**src/rtl/cmd_ring_pkg.sv**
```systemverilog
package cmd_ring_pkg;

    // Control word layout (host visible)
    localparam int CTRL_MODE_LSB = 28;
    localparam int CTRL_MODE_W   = 4;
    localparam int CTRL_NOWB_BIT = 27;

    // Status word layout (host visible)
    localparam int STAT_CNT_W    = 12;
    localparam int STAT_BUSY_BIT = 16;
    localparam int STAT_ACT_BIT  = 31;

    typedef enum logic [1:0] {
        FS_IDLE = 2'd0,
        FS_REQ  = 2'd1,
        FS_WAIT = 2'd2
    } fetch_st_e;

endpackage

```
**src/rtl/cmd_ring_ctrl_regs.sv**
```systemverilog
module cmd_ring_ctrl_regs
    import cmd_ring_pkg::*;
#(
    parameter int RING_AW = 10
) (
    input  logic                   clk,
    input  logic                   rst_n,
    input  logic                   ctrl_wr,
    input  logic [CTRL_MODE_W-1:0] ctrl_mode,
    input  logic                   ctrl_nowb,
    input  logic                   db_wr,
    input  logic [RING_AW-1:0]     db_wptr,
    output logic                   fetch_en,
    output logic                   nowb,
    output logic [RING_AW-1:0]     wptr
);

    typedef struct packed {
        logic [CTRL_MODE_W-1:0] mode;
        logic                   nowb;
        logic [RING_AW-1:0]     wptr;
    } regs_t;

    regs_t q, d;

    always_comb begin
        d = q;
        if (ctrl_wr) begin
            d.mode = ctrl_mode;
            d.nowb = ctrl_nowb;
        end
        if (db_wr) begin
            d.wptr = db_wptr;
        end
    end

    always_ff @(posedge clk or negedge rst_n) begin
        if (!rst_n) begin
            q <= '0;
        end else begin
            q <= d;
        end
    end

    assign fetch_en = (q.mode != '0);
    assign nowb     = q.nowb;
    assign wptr     = q.wptr;

endmodule

```
**src/rtl/cmd_ring_fetch_ctl.sv**
```systemverilog
module cmd_ring_fetch_ctl
    import cmd_ring_pkg::*;
#(
    parameter int RING_AW = 10,
    parameter int ADDR_W  = 32
) (
    input  logic               clk,
    input  logic               rst_n,
    input  logic               fetch_en,
    input  logic [RING_AW-1:0] wptr,
    input  logic [ADDR_W-1:0]  ring_base,
    input  logic               fifo_full,
    output logic               mem_req_valid,
    input  logic               mem_req_ready,
    output logic [ADDR_W-1:0]  mem_req_addr,
    input  logic               mem_rsp_valid,
    output logic               push,
    output logic               pending,
    output logic [RING_AW-1:0] rptr
);

    localparam int PAD_W = ADDR_W - RING_AW - 2;

    typedef struct packed {
        fetch_st_e          st;
        logic [RING_AW-1:0] rptr;
    } ctl_t;

    ctl_t q, d;

    always_comb begin
        d    = q;
        push = 1'b0;
        unique case (q.st)
            FS_IDLE: begin
                if (fetch_en && (q.rptr != wptr) && !fifo_full) begin
                    d.st = FS_REQ;
                end
            end
            FS_REQ: begin
                if (mem_req_ready) begin
                    d.st = FS_WAIT;
                end
            end
            FS_WAIT: begin
                if (mem_rsp_valid) begin
                    push   = 1'b1;
                    d.rptr = q.rptr + 1'b1;
                    d.st   = FS_IDLE;
                end
            end
            default: d.st = FS_IDLE;
        endcase
    end

    always_ff @(posedge clk or negedge rst_n) begin
        if (!rst_n) begin
            q <= '{st: FS_IDLE, rptr: '0};
        end else begin
            q <= d;
        end
    end

    assign mem_req_valid = (q.st == FS_REQ);
    assign mem_req_addr  = ring_base + {{PAD_W{1'b0}}, q.rptr, 2'b00};
    assign pending       = (q.st != FS_IDLE);
    assign rptr          = q.rptr;

endmodule

```
**src/rtl/cmd_ring_fifo.sv**
```systemverilog
module cmd_ring_fifo #(
    parameter int W     = 32,
    parameter int DEPTH = 8
) (
    input  logic                       clk,
    input  logic                       rst_n,
    input  logic                       push,
    input  logic [W-1:0]               push_data,
    output logic                       out_valid,
    input  logic                       out_ready,
    output logic [W-1:0]               out_data,
    output logic [$clog2(DEPTH):0]     count,
    output logic                       full
);

    localparam int PW = $clog2(DEPTH);
    localparam int CW = PW + 1;

    typedef struct packed {
        logic [PW-1:0] wr;
        logic [PW-1:0] rd;
        logic [CW-1:0] cnt;
    } fifo_t;

    fifo_t q, d;
    logic [W-1:0] store [DEPTH];
    logic pop;

    always_comb begin
        d   = q;
        pop = (q.cnt != '0) && out_ready;
        if (push) begin
            d.wr = q.wr + 1'b1;
        end
        if (pop) begin
            d.rd = q.rd + 1'b1;
        end
        case ({push, pop})
            2'b10:   d.cnt = q.cnt + 1'b1;
            2'b01:   d.cnt = q.cnt - 1'b1;
            default: d.cnt = q.cnt;
        endcase
    end

    always_ff @(posedge clk or negedge rst_n) begin
        if (!rst_n) begin
            q <= '0;
        end else begin
            q <= d;
        end
    end

    always_ff @(posedge clk) begin
        if (push) begin
            store[q.wr] <= push_data;
        end
    end

    assign out_valid = (q.cnt != '0);
    assign out_data  = store[q.rd];
    assign count     = q.cnt;
    assign full      = (q.cnt == CW'(DEPTH));

endmodule

```
**src/rtl/cmd_ring_wb.sv**
```systemverilog
module cmd_ring_wb #(
    parameter int RING_AW = 10,
    parameter int ADDR_W  = 32
) (
    input  logic               clk,
    input  logic               rst_n,
    input  logic [RING_AW-1:0] rptr,
    input  logic               nowb,
    input  logic [ADDR_W-1:0]  dest_addr,
    output logic               wb_valid,
    input  logic               wb_ready,
    output logic [ADDR_W-1:0]  wb_addr,
    output logic [31:0]        wb_data
);

    typedef struct packed {
        logic               valid;
        logic [RING_AW-1:0] sent;
        logic [ADDR_W-1:0]  addr;
    } wb_t;

    wb_t  q, d;
    logic stalled;

    always_comb begin
        d       = q;
        stalled = q.valid && !wb_ready;
        if (q.valid && wb_ready) begin
            d.valid = 1'b0;
        end
        if (!stalled && !nowb && (rptr != q.sent)) begin
            d.valid = 1'b1;
            d.sent  = rptr;
            d.addr  = dest_addr;
        end
    end

    always_ff @(posedge clk or negedge rst_n) begin
        if (!rst_n) begin
            q <= '0;
        end else begin
            q <= d;
        end
    end

    assign wb_valid = q.valid;
    assign wb_addr  = q.addr;
    assign wb_data  = {{(32 - RING_AW){1'b0}}, q.sent};

endmodule

```
**src/rtl/cmd_ring_fetch.sv**
```systemverilog
module cmd_ring_fetch
    import cmd_ring_pkg::*;
#(
    parameter int RING_AW    = 10,
    parameter int FIFO_DEPTH = 8,
    parameter int ADDR_W     = 32
) (
    input  logic                 clk,
    input  logic                 rst_n,
    input  logic [ADDR_W-1:0]    host_ring_base,
    input  logic [ADDR_W-1:0]    host_wb_addr,
    input  logic                 host_ctrl_wr,
    input  logic [31:0]          host_ctrl_wdata,
    input  logic                 host_db_wr,
    input  logic [31:0]          host_db_wdata,
    output logic [RING_AW-1:0]   host_rptr,
    output logic [31:0]          host_status,
    output logic [RING_AW+2:0]   host_free_bytes,
    output logic                 mem_req_valid,
    input  logic                 mem_req_ready,
    output logic [ADDR_W-1:0]    mem_req_addr,
    input  logic                 mem_rsp_valid,
    input  logic [31:0]          mem_rsp_data,
    output logic                 cmd_valid,
    input  logic                 cmd_ready,
    output logic [31:0]          cmd_data,
    output logic                 wb_valid,
    input  logic                 wb_ready,
    output logic [ADDR_W-1:0]    wb_addr,
    output logic [31:0]          wb_data
);

    localparam int CNT_W  = $clog2(FIFO_DEPTH) + 1;
    localparam int FREE_W = RING_AW + 3;
    localparam logic [FREE_W-1:0] RING_BYTES = FREE_W'(1) << (RING_AW + 2);

    logic               ctl_fetch_en;
    logic               ctl_nowb;
    logic [RING_AW-1:0] ctl_wptr;
    logic [RING_AW-1:0] rd_ptr;
    logic               fifo_push;
    logic               fifo_full;
    logic [CNT_W-1:0]   fifo_cnt;
    logic               req_pending;
    logic               ring_busy;
    logic [RING_AW-1:0] ptr_gap;
    logic               unused_hi;

    assign unused_hi = ^{host_ctrl_wdata[CTRL_NOWB_BIT-1:0], host_db_wdata[31:RING_AW]};

    cmd_ring_ctrl_regs #(.RING_AW(RING_AW)) u_regs (
        .clk       (clk),
        .rst_n     (rst_n),
        .ctrl_wr   (host_ctrl_wr),
        .ctrl_mode (host_ctrl_wdata[CTRL_MODE_LSB +: CTRL_MODE_W]),
        .ctrl_nowb (host_ctrl_wdata[CTRL_NOWB_BIT]),
        .db_wr     (host_db_wr),
        .db_wptr   (host_db_wdata[RING_AW-1:0]),
        .fetch_en  (ctl_fetch_en),
        .nowb      (ctl_nowb),
        .wptr      (ctl_wptr)
    );

    cmd_ring_fetch_ctl #(.RING_AW(RING_AW), .ADDR_W(ADDR_W)) u_fetch (
        .clk           (clk),
        .rst_n         (rst_n),
        .fetch_en      (ctl_fetch_en),
        .wptr          (ctl_wptr),
        .ring_base     (host_ring_base),
        .fifo_full     (fifo_full),
        .mem_req_valid (mem_req_valid),
        .mem_req_ready (mem_req_ready),
        .mem_req_addr  (mem_req_addr),
        .mem_rsp_valid (mem_rsp_valid),
        .push          (fifo_push),
        .pending       (req_pending),
        .rptr          (rd_ptr)
    );

    cmd_ring_fifo #(.W(32), .DEPTH(FIFO_DEPTH)) u_fifo (
        .clk       (clk),
        .rst_n     (rst_n),
        .push      (fifo_push),
        .push_data (mem_rsp_data),
        .out_valid (cmd_valid),
        .out_ready (cmd_ready),
        .out_data  (cmd_data),
        .count     (fifo_cnt),
        .full      (fifo_full)
    );

    cmd_ring_wb #(.RING_AW(RING_AW), .ADDR_W(ADDR_W)) u_wb (
        .clk       (clk),
        .rst_n     (rst_n),
        .rptr      (rd_ptr),
        .nowb      (ctl_nowb),
        .dest_addr (host_wb_addr),
        .wb_valid  (wb_valid),
        .wb_ready  (wb_ready),
        .wb_addr   (wb_addr),
        .wb_data   (wb_data)
    );

    always_comb begin
        ring_busy   = (rd_ptr != ctl_wptr) || (fifo_cnt != '0) || req_pending;
        host_status = '0;
        host_status[STAT_CNT_W-1:0]  = STAT_CNT_W'(fifo_cnt);
        host_status[STAT_BUSY_BIT]   = ring_busy;
        host_status[STAT_ACT_BIT]    = ctl_fetch_en;
        ptr_gap         = rd_ptr - ctl_wptr;
        host_free_bytes = (ptr_gap == '0) ? RING_BYTES
                                          : {1'b0, ptr_gap, 2'b00};
    end

    assign host_rptr = rd_ptr;

endmodule

```
**config.mk**
```make
export PLATFORM = sky130hd
export DESIGN_NAME = cmd_ring_fetch
export DESIGN_NICKNAME = d
export VERILOG_FILES = /design/src/rtl/cmd_ring_pkg.sv /design/src/rtl/cmd_ring_ctrl_regs.sv /design/src/rtl/cmd_ring_fetch_ctl.sv /design/src/rtl/cmd_ring_fifo.sv /design/src/rtl/cmd_ring_wb.sv /design/src/rtl/cmd_ring_fetch.sv
export SDC_FILE = /design/constraint.sdc
export NUM_CORES = 1
export LEC_CHECK = 0
export ABC_AREA = 1
export BUFFER_PORTS_ARGS = -buffer_cell sky130_fd_sc_hd__buf_2
export CELL_PAD_IN_SITES_DETAIL_PLACEMENT = 0
export CELL_PAD_IN_SITES_GLOBAL_PLACEMENT = 1
export CORE_ASPECT_RATIO = 1.75
export CORE_UTILIZATION = 45
export DETAILED_ROUTE_END_ITERATION = 10
export GPL_TIMING_DRIVEN = 1
export PLACE_DENSITY = 0.94
export SYNTH_ARGS = -nofsm -noshare
export SYNTH_HDL_FRONTEND = slang
export SYNTH_SLANG_ARGS = --single-unit
```
**constraint.sdc**
```tcl
create_clock -name clk -period 4.1 [get_ports clk]
set_input_delay 0.41 -clock clk [delete_from_list [all_inputs] [get_ports clk]]
set_output_delay 0.41 -clock clk [all_outputs]
set_load 0.05 [all_outputs]
```
==> results.cfg <==
[run_status]
status = finished, final reports clean

[worst_setup_path]
start_kind = flip-flop
cp.arrival_ps = 3060
cp.required_ps = 3690
r2r_slack_ps = 1560
worst_path_max_delay_cell = dfrtp_1
crit_chain = inv_2, ha_1, inv_1, fa_1, or2_2, nor2_1, nand3_1, nor2_1, nand3_1, nor2_1, buf_2
cp_max_fo = 5
crit_path_end = host_free_bytes[12]
r2r_cells = 6
endpoint_kind = output port
timing.rr.start = u_fetch.q[10]
r2r-end = u_fifo.store[1][25]
critical_path_class = flip-flop to output port
cp_common_cell = nor2_1
slowest_delay_ps = 460
worstSetupStartpoint = u_fetch.rptr[0]

[pwr]
power.density_nw_per_um2 = 748
peakVddDrop_mv = 0.504
power.leakage_uw = 0.00772
power_uw = 13500

[synth]
synthArstFlopShare = 0.238
ys_warn_count = 0
syn_area_um2 = 15600
synth-seq-cells = 336
syn_inst = 1523
synth_enable_flop_cells = 256
synthFlopType = edfxtp_1
ys_seq_area_frac = 0.619
synth_cell_types = 41
synth_top_area_share = 0.491
avgSynthCellArea_um2 = 10.3
synth_top_area_cell = edfxtp_1
yosys-top-cells-area = edfxtp_1, dfrtp_1, nand2_1, nor2_1, buf_4

[die]
pin_count = 354
rows = 90
core_area_um2 = 34300
fp.dieW_um = 143
initial_utilization = 0.456
dieArea_um2 = 35600
fp.dieH_um = 249

[global_routing]
grt_first_pass_wirelength_um = 58100
grt_max_degree = 130
grt_antenna_before_repair = 5
grt.overflow.total = 0
grt_pass1_vias = 11269
grt_use_total = 0.213

[drt]
drc = 0
drtIter0Drc = 560
vias = 11516
ant_nets = 0
drtPass1Iterations = 7
routed_wl_um = 38200
post_drt_wl_per_cell_um = 17.1
viasPerCell = 5.16

[sta]
final.min_clock_period_ps = 3470
tightestPinTransition_ps = 868
rsz0062_at_grt = false
tns_ps = 0
fmax_ghz = 0.288
final.period_utilization = 0.846
finClkSkew_ps = 12.5
setup_viol = 0
drv_slew = 0
holdWs_ps = 34.2
finalHoldViolCount = 0
maxSlewHeadroom = 0.420

[hold_path]
hold_depth = 2
min_path_type = primary input to flip-flop

[cells_and_area]
nFillCells = 3024
final_cell_mix = nand2_1, edfxtp_1, buf_2
final_common_cell = nand2_1
final_core_util = 0.527
syn_to_final_growth_pct = 15.6
stdcell_count = 2233
drive_above_1_share = 0.195
layout.nets = 1942

[clock_network]
cts_tree = yes
cts_root_buf = clkbuf_16
cts_sinks = 336
clkSlewWorstSetupHoldPaths_ps = 60
cts_made_buffers = 30
ctsHoldBuffers = 1
postCtsSetupBuffers = 0
cts_max_level = 1
clock_latency_ps = 570
ctsResizeCount = 0
clk_path_buf_depth = 3

[run]
cap_violations = 0

[place]
dp_hpwl_um = 26100
gp_congestion = 0.908
numPortBuffers = 250
dp.cells = 2173
sequential cells by signal, summed over array words and instances (netlist names):
signal and count:
u_fifo.store 256, u_wb.wb_addr 32, u_fetch.rptr 10, u_regs.wptr 10, u_wb.wb_data 10, u_fifo.q 6, u_fifo.count 4, u_regs.q 4
u_fetch.q 2, u_regs.nowb 1, u_wb.wb_valid 1
metrics by stage:
stage                     setup slack (ps)  cell area, um^2
after global routing                   420            18100
after detailed placement              1230            17100
after floorplan                       1040            15800
final                                  631            18100
after global placement                1210            17100
after CTS                              600            18100
routing by layer:
metal,wire length (um),part of all wire,track usage
met1,13400,0.35,0.216
met2,21200,0.55,0.417
met3,2530,0.066,0.0402
met4,1070,0.028,0.0796
met5,24,0.00063,0
cells by family (layout without fill, tap and decap cells):
logic type	after synthesis	after routing	share of synthesized area
AO/OA/AOI/OAI	177	177	0.0732
XOR/XNOR	38	38	0.0213
adder cells (fa/ha/maj)	28	28	0.0238
buffers and inverters	227	425	0.0756
flip-flops	336	336	0.619
multiplexers	4	4	0.00288
other	1	53	0.000240
AND/OR/NAND/NOR	712	712	0.184
report_power, final:
| part | internal (uW) | switching, uW | leakage, uW | total, uW |
|---|---|---|---|---|
| clock | 1470 | 1210 | 0.000455 | 2670 |
| combinational | 1590 | 4910 | 0.00400 | 6490 |
| sequential | 4000 | 365 | 0.00326 | 4370 |
area by class of cell:
cell class / count / area (um^2) / share of cell area
diodes: 3 / 7.51 / 0.000415
clock buffers: 43 / 861 / 0.0476
clock inverters: 13 / 82.6 / 0.00457
inverters: 95 / 358 / 0.0198
multi-input cells: 1009 / 5020 / 0.277
flip-flops and latches: 336 / 9700 / 0.536
well taps: 460 / 576 / 0.0318
repair buffers: 274 / 1490 / 0.0822
synthesized netlist by cell type, drive strengths merged, types with 12 or more instances:
master  number
o21ai       94
dfrtp       80
nand4       12
xor2        30
nand3       73
clkbuf      27
a21oi       14
nand2      360
nor2       243
edfxtp     256
buf        105
o32ai       64
inv         94
ha          25
worst min path at each step:
stage	start	to	slack, ps
final	mem_req_ready	u_fetch.q[10]	30
after global routing	mem_req_ready	u_fetch.q[10]	20
after CTS	mem_req_ready	u_fetch.q[10]	9
after detailed placement	u_wb.wb_addr[22]	u_wb.wb_addr[22]	450
after global placement	u_wb.wb_addr[22]	u_wb.wb_addr[22]	450
after floorplan	rst_n	u_fetch.q[10]	110
worst max-delay path, delay by kind of cell (launching register included):
family	cells	cell delay, ps
flip-flops	1	460
AND/OR/NAND/NOR	6	850
adder cells (fa/ha/maj)	2	660
buffers and inverters	3	530
No activity file was read; power rests on OpenSTA's default activity.
